<file path="src/rtl/dma_csr_pkg.sv">
package dma_csr_pkg;

  localparam int unsigned CSR_W     = 8;
  localparam int unsigned CH_N      = 2;

  // Field positions the CPU decodes
  localparam int unsigned MASTER_BIT = 0;
  localparam int unsigned FILL_BIT   = 1;
  localparam int unsigned IE_BASE    = 2;
  localparam int unsigned GATE_BASE  = 4;
  localparam int unsigned EN_BASE    = 6;

  function automatic int unsigned en_bit(input int unsigned ch);
    return EN_BASE + ch;
  endfunction

  function automatic int unsigned gate_bit(input int unsigned ch);
    return GATE_BASE + ch;
  endfunction

  function automatic int unsigned ie_bit(input int unsigned ch);
    return IE_BASE + ch;
  endfunction

  // A write reaches a channel's enable only with its gate bit at zero
  function automatic logic gate_open(input logic [CSR_W-1:0] w, input int unsigned ch);
    return ~w[gate_bit(ch)];
  endfunction

  // Terminal count wins over software
  function automatic logic next_enable(input logic cur, input logic wr,
                                       input logic [CSR_W-1:0] w,
                                       input int unsigned ch, input logic tc);
    logic nxt;
    nxt = cur;
    if (wr && gate_open(w, ch)) nxt = w[en_bit(ch)];
    if (tc) nxt = 1'b0;
    return nxt;
  endfunction

  function automatic logic irq_level(input logic en, input logic ie);
    return ~en & ie;
  endfunction

endpackage

</file>
<file path="src/rtl/dma_csr_chan.sv">
module dma_csr_chan
  import dma_csr_pkg::*;
#(
  parameter int unsigned CH = 0,
  parameter int unsigned W  = CSR_W
) (
  input  logic         clk,
  input  logic         rst_n,
  input  logic         wr_stb,
  input  logic [W-1:0] wdata,
  input  logic         tc,
  output logic         en_q,
  output logic         ie_q,
  output logic         arm_req,
  output logic         sw_load
);

  logic en_d;

  assign sw_load = wr_stb & gate_open(wdata, CH);
  assign arm_req = sw_load & wdata[en_bit(CH)];
  assign en_d    = next_enable(en_q, wr_stb, wdata, CH, tc);

  always_ff @(posedge clk or negedge rst_n) begin
    if (!rst_n) begin
      en_q <= 1'b0;
      ie_q <= 1'b0;
    end else begin
      en_q <= en_d;
      if (wr_stb) ie_q <= wdata[ie_bit(CH)];
    end
  end

endmodule

</file>
<file path="src/rtl/dma_csr_master.sv">
module dma_csr_master #(
  parameter int unsigned N = 2
) (
  input  logic         clk,
  input  logic         rst_n,
  input  logic [N-1:0] set_req,
  output logic         flag_q
);

  always_ff @(posedge clk or negedge rst_n) begin
    if (!rst_n)         flag_q <= 1'b0;
    else if (|set_req)  flag_q <= 1'b1;
  end

endmodule

</file>
<file path="src/rtl/dma_csr_rdmux.sv">
module dma_csr_rdmux
  import dma_csr_pkg::*;
#(
  parameter int unsigned N = CH_N,
  parameter int unsigned W = CSR_W
) (
  input  logic [N-1:0] en_q,
  input  logic [N-1:0] ie_q,
  input  logic         master_q,
  output logic [W-1:0] rdata
);

  always_comb begin
    rdata = '0;
    for (int unsigned c = 0; c < N; c++) begin
      rdata[en_bit(c)]   = en_q[c];
      rdata[gate_bit(c)] = 1'b1;
      rdata[ie_bit(c)]   = ie_q[c];
    end
    rdata[FILL_BIT]   = 1'b1;
    rdata[MASTER_BIT] = master_q;
  end

endmodule

</file>
<file path="src/rtl/dma_ctl_status_reg.sv">
module dma_ctl_status_reg
  import dma_csr_pkg::*;
(
  input  logic             clk,
  input  logic             rst_n,
  input  logic             reg_wr,
  input  logic [CSR_W-1:0] reg_wdata,
  output logic [CSR_W-1:0] reg_rdata,
  input  logic [CH_N-1:0]  tc_pulse,
  output logic [CH_N-1:0]  chan_go,
  output logic             master_en,
  output logic [CH_N-1:0]  dma_irq
);

  // Named internal events for the checker
  logic [CH_N-1:0] en_q;
  logic [CH_N-1:0] ie_q;
  logic [CH_N-1:0] arm_req;
  logic [CH_N-1:0] sw_load;
  logic            arm_any;

  genvar g;
  generate
    for (g = 0; g < CH_N; g++) begin : g_ch
      dma_csr_chan #(.CH(g), .W(CSR_W)) u_chan (
        .clk     (clk),
        .rst_n   (rst_n),
        .wr_stb  (reg_wr),
        .wdata   (reg_wdata),
        .tc      (tc_pulse[g]),
        .en_q    (en_q[g]),
        .ie_q    (ie_q[g]),
        .arm_req (arm_req[g]),
        .sw_load (sw_load[g])
      );
      assign dma_irq[g] = irq_level(en_q[g], ie_q[g]);
      assign chan_go[g] = en_q[g] & master_en;
    end
  endgenerate

  assign arm_any = |arm_req;

  dma_csr_master #(.N(CH_N)) u_master (
    .clk     (clk),
    .rst_n   (rst_n),
    .set_req (arm_req),
    .flag_q  (master_en)
  );

  dma_csr_rdmux #(.N(CH_N), .W(CSR_W)) u_rdmux (
    .en_q     (en_q),
    .ie_q     (ie_q),
    .master_q (master_en),
    .rdata    (reg_rdata)
  );

endmodule

</file>
<file path="config.mk">
export PLATFORM = sky130hd
export DESIGN_NAME = dma_ctl_status_reg
export DESIGN_NICKNAME = d
export VERILOG_FILES = /design/src/rtl/dma_csr_pkg.sv /design/src/rtl/dma_csr_chan.sv /design/src/rtl/dma_csr_master.sv /design/src/rtl/dma_csr_rdmux.sv /design/src/rtl/dma_ctl_status_reg.sv
export SDC_FILE = /design/constraint.sdc
export NUM_CORES = 1
export LEC_CHECK = 0
export CORE_AREA = 2 2 39 41
export CTS_BUF_LIST = sky130_fd_sc_hd__clkbuf_8
export DETAILED_ROUTE_END_ITERATION = 10
export DIE_AREA = 0 0 41 43
export RECOVER_POWER = 50
export SLEW_MARGIN = 0
export SYNTH_ARGS = -nofsm -noshare
export SYNTH_HDL_FRONTEND = slang
export SYNTH_SLANG_ARGS = --single-unit
</file>
<file path="constraint.sdc">
create_clock -name clk -period 1.4 [get_ports clk]
set_input_delay 0.28 -clock clk [delete_from_list [all_inputs] [get_ports clk]]
set_output_delay 0.28 -clock clk [all_outputs]
set_load 0.005 [all_outputs]
</file>
Yosys cells after proc, flatten, opt, wreduce, memory -nomap -nowiden
Index checks and enable logic that the tools add are counted.
- multiplexer cells: 4
- bitwise gates (word level): 12
- reductions and logical operators: 5
- operators by type and width (kind ; number):
    AND 1 bit ; 8
    2-to-1 mux 1 bit ; 4
    NOT 1 bit ; 4
    nonzero test 2 bit ; 2
    logical AND 1 bit ; 2
    OR reduction 2 bit ; 1
- bits in registers: 5
- logic and storage cells: 26

Longest topological paths before layout
- word-level depth: 4
- mapped depth: 3

Modules after synthesis
A second synthesis with hierarchy kept.
- cells, all modules: 31
- area total of the unflattened synthesis: 335.3 sq um
- modules (own cells, without submodules) (module ; times used ; cells an instance ; area an instance (sq um) ; seq. area each (sq um)):
    dma_csr_chan ; 2 ; 8 ; 103.8 ; 50.0
    dma_csr_rdmux ; 1 ; 9 ; 63.8 ; 0.0
    dma_ctl_status_reg ; 1 ; 4 ; 32.5 ; 0.0
    dma_csr_master ; 1 ; 2 ; 31.3 ; 25.0

Worst setup path before layout
OpenSTA, ideal clock, no wires.
- kind: register to output
- start point: reg u_master.flag_q
- end point: out chan_go[0]
- data arrival time: 0.563 ns
- data required time: 1.120 ns
- setup slack: 0.557 ns
- cell stages (with the launch flop): 2
- path through: dfrtp_1 and2_1
- cells in the longest elaborated chain, start to end: 1
- ends and longest elaborated chain (item ; line ; source):
    start: declaration ; dma_csr_master.sv:7 ; output logic flag_q
    start signal: assignment ; dma_csr_master.sv:11 ; if (!rst_n) flag_q <= 1'b0;
    start signal: assignment ; dma_csr_master.sv:12 ; else if (|set_req) flag_q <= 1'b1;
    AND 1 bit ; dma_ctl_status_reg.sv:37 ; assign chan_go[g] = en_q[g] & master_en;
    end: declaration ; dma_ctl_status_reg.sv:10 ; output logic [CH_N-1:0] chan_go,
Every way passes these cells.

Final worst setup path
- start point: reg g_ch[0].u_chan.ie_q
- end point: out reg_rdata[2]
- RTL lines (item ; line ; source):
    start: declaration ; dma_csr_chan.sv:13 ; output logic ie_q,
    start signal: assignment ; dma_csr_chan.sv:30 ; if (wr_stb) ie_q <= wdata[ie_bit(CH)];
    end: declaration ; dma_ctl_status_reg.sv:8 ; output logic [CSR_W-1:0] reg_rdata,
No word-level cell between the ends.

==> out/results.tsv <==
metric	value	unit
status	completed	
grt_pass1_wl	855	µm
fin_area	504	µm²
nFillCells	152	
ys_seq_area_frac	0.418	
worst_path_max_delay_cell	clkdlybuf4s50_1	
cp_max_fo	3	
dieHeight	43	µm
syn_to_final_growth	68.6	%
synth_top_area_frac	0.418	
clkLatencyLatePin	220	ps
clkTransAtPathRegs	30	ps
fin_nets	62	
cts_tree	done	
antenna_cells	0	
wl	564	µm
arrival	1070	ps
cap_violations	0	
clock-sinks	5	
dpl_cell_area	467	µm²
critPathMaxStageDelay	510	ps
fin_skew	0	ps
r2r_cells	1	
slew_violations	0	
wl_per_cell	8.81	µm
multi_input_area	114	µm²
drive_above_1_share	0.0625	
fin_crit	1350	ps
intPower	0.400	mW
setup_viol	0	
power_density	986	nW/µm²
gr-total-overflow	0	
fin_util	0.364	
antenna_found_initial	0	
dieArea	1760	µm²
crit_buf_inv	1	
grt_pass1_vias	222	
drc_errors	0	
grt_max_degree	6	
row_count	14	
critPathLaunchType	register	
portBuffers	20	
cts_buffers	3	
avgSynthCellArea	9.97	µm²
synth_area_leaders	dfrtp_1, buf_4, mux2_1	
clockRootBuffer	clkbuf_8	
ys_seq_elements	5	
hp-class	in -> async	
seq_power_share	0.322	
clockBufferDepth	2	
p_leak	0.237	nW
hpwl	483	µm
tns	0	ps
ys_types	13	
io_pins	26	
cp.required	1120	ps
rsz0062_at_grt	no	
core	1380	µm²
swShare	0.197	
crit_path_end_kind	output pin	
period_share	0.965	
ant_nets	0	
vias_per_cell	3.70	
htreeDepth	1	
combPwrFrac	0.168	
ctsHoldBuffers	0	
globalplace.congestion	0.632	
crit_cells	1	
crit_type	reg -> out	
fmax	740	MHz
ir_drop	0.000452	V
drt_first_pass_iters	1	
vias	237	
crit_chain	clkdlybuf4s50_1	
finalHoldViolations	0	
drt_iter0_markers	0	
register_area	125	µm²
grt_usage	0.0768	
yosys_warnings	0	
power	0.497	mW
critPathTopFamily	buffers and inverters	
die_w	41	µm
clockPowerShare	0.510	
p_sw	0.0977	mW
yosysTopAreaCell	dfrtp_1	
post-cts-setup-buffers	0	
start_util	0.216	
syn_area	299	µm²
netlist_instances	30	
whs	350	ps
-- synth_stat cells (all sizes together) --
cell type and count:
a21o 1, and2 2, and2b 1, buf 8
conb 1, dfrtp 5, inv 2, mux2 2
mux2i 2, nand2b 1, nor2 2, nor2b 2
o22ai 1
-- power groups by stage --
stage	Combinational (mW)	Clock (mW)	Sequential [mW]
4_1_cts	0.0877	0.261	0.161
2_1_floorplan	0.0431	0	0.160
3_5_place_dp	0.0944	0	0.162
3_3_place_gp	0.0934	0	0.162
5_1_grt	0.0924	0.272	0.162
6_report	0.0835	0.254	0.160
-- sequential cells by signal, summed over array words and instances (netlist names) --
register / count
u_master.flag_q: 1
g_ch.u_chan.ie_q: 2
g_ch.u_chan.en_q: 2
-- kinds of logic after synthesis --
group,after synthesis,synth area share
AO/OA/AOI/OAI,2,0.0460
buffers and inverters,10,0.226
flip-flops,5,0.418
multiplexers,4,0.142
other,1,0.0125
AND/OR/NAND/NOR,8,0.155
-- cells in the final DEF, fill, tap and decap left out, drive strengths merged --
master | synthesis | layout
a21o | 1 | 1
and2 | 2 | 2
and2b | 1 | 1
clkbuf | 0 | 3
clkdlybuf4s25 | 0 | 2
clkdlybuf4s50 | 0 | 9
conb | 1 | 3
dfrtp | 5 | 5
dlygate4sd2 | 0 | 6
dlygate4sd3 | 0 | 3
inv | 2 | 3
mux2 | 2 | 2
mux2i | 2 | 2
nand2b | 1 | 1
nor2 | 2 | 2
nor2b | 2 | 2
o22ai | 1 | 1
-- repair_timing --
action,CTS,global route
resized for setup,6,2
endpoints found under the setup margin,6,2
pin swaps,2,0
endpoints found under the hold margin,0,0
-- metrics by stage --
stage                     std cells  setup WS [ps]
final                            64           48.7
after global routing             64           3.62
after CTS                        64           7.07
after detailed placement         60           23.5
after global placement           60           34.3
after floorplan                  32            557
-- per-layer routing --
| metal | wire length, µm | vias to the layer above | track usage | part of all wire |
|---|---|---|---|---|
| li1 | - | 118 | - | - |
| met1 | 198 | 110 | 0.0885 | 0.35 |
| met5 | 0 | - | 0 | 0 |
| met3 | 57 | 0 | 0.0157 | 0.10 |
| met4 | 0 | 0 | 0.0800 | 0 |
| met2 | 308 | 9 | 0.106 | 0.55 |
-- cell type report --
class	count	share of cell area
Timing Repair Buffer	20	0.382
Sequential cell	5	0.248
Multi-Input combinational cell	17	0.226
Clock buffer	3	0.0819
Tap cell	16	0.0397
Inverter	2	0.0149
Clock inverter	1	0.00744
-- path summary, 6_finish.rpt --
check	slack (ps)	start	to
worst min-delay path	350	rst_n	g_ch[1].u_chan.ie_q$_DFFE_PN0P_
worst max-delay path	50	g_ch[0].u_chan.ie_q$_DFFE_PN0P_	reg_rdata[2]
min in group clk	510	g_ch[1].u_chan.ie_q$_DFFE_PN0P_	g_ch[1].u_chan.ie_q$_DFFE_PN0P_
max in group asynchronous	870	rst_n	u_master.flag_q$_DFFE_PN0P_
worst max register to register	620	g_ch[0].u_chan.ie_q$_DFFE_PN0P_	g_ch[0].u_chan.ie_q$_DFFE_PN0P_
worst min register to register	510	g_ch[1].u_chan.ie_q$_DFFE_PN0P_	g_ch[1].u_chan.ie_q$_DFFE_PN0P_
(Power assumes the default switching activity.)
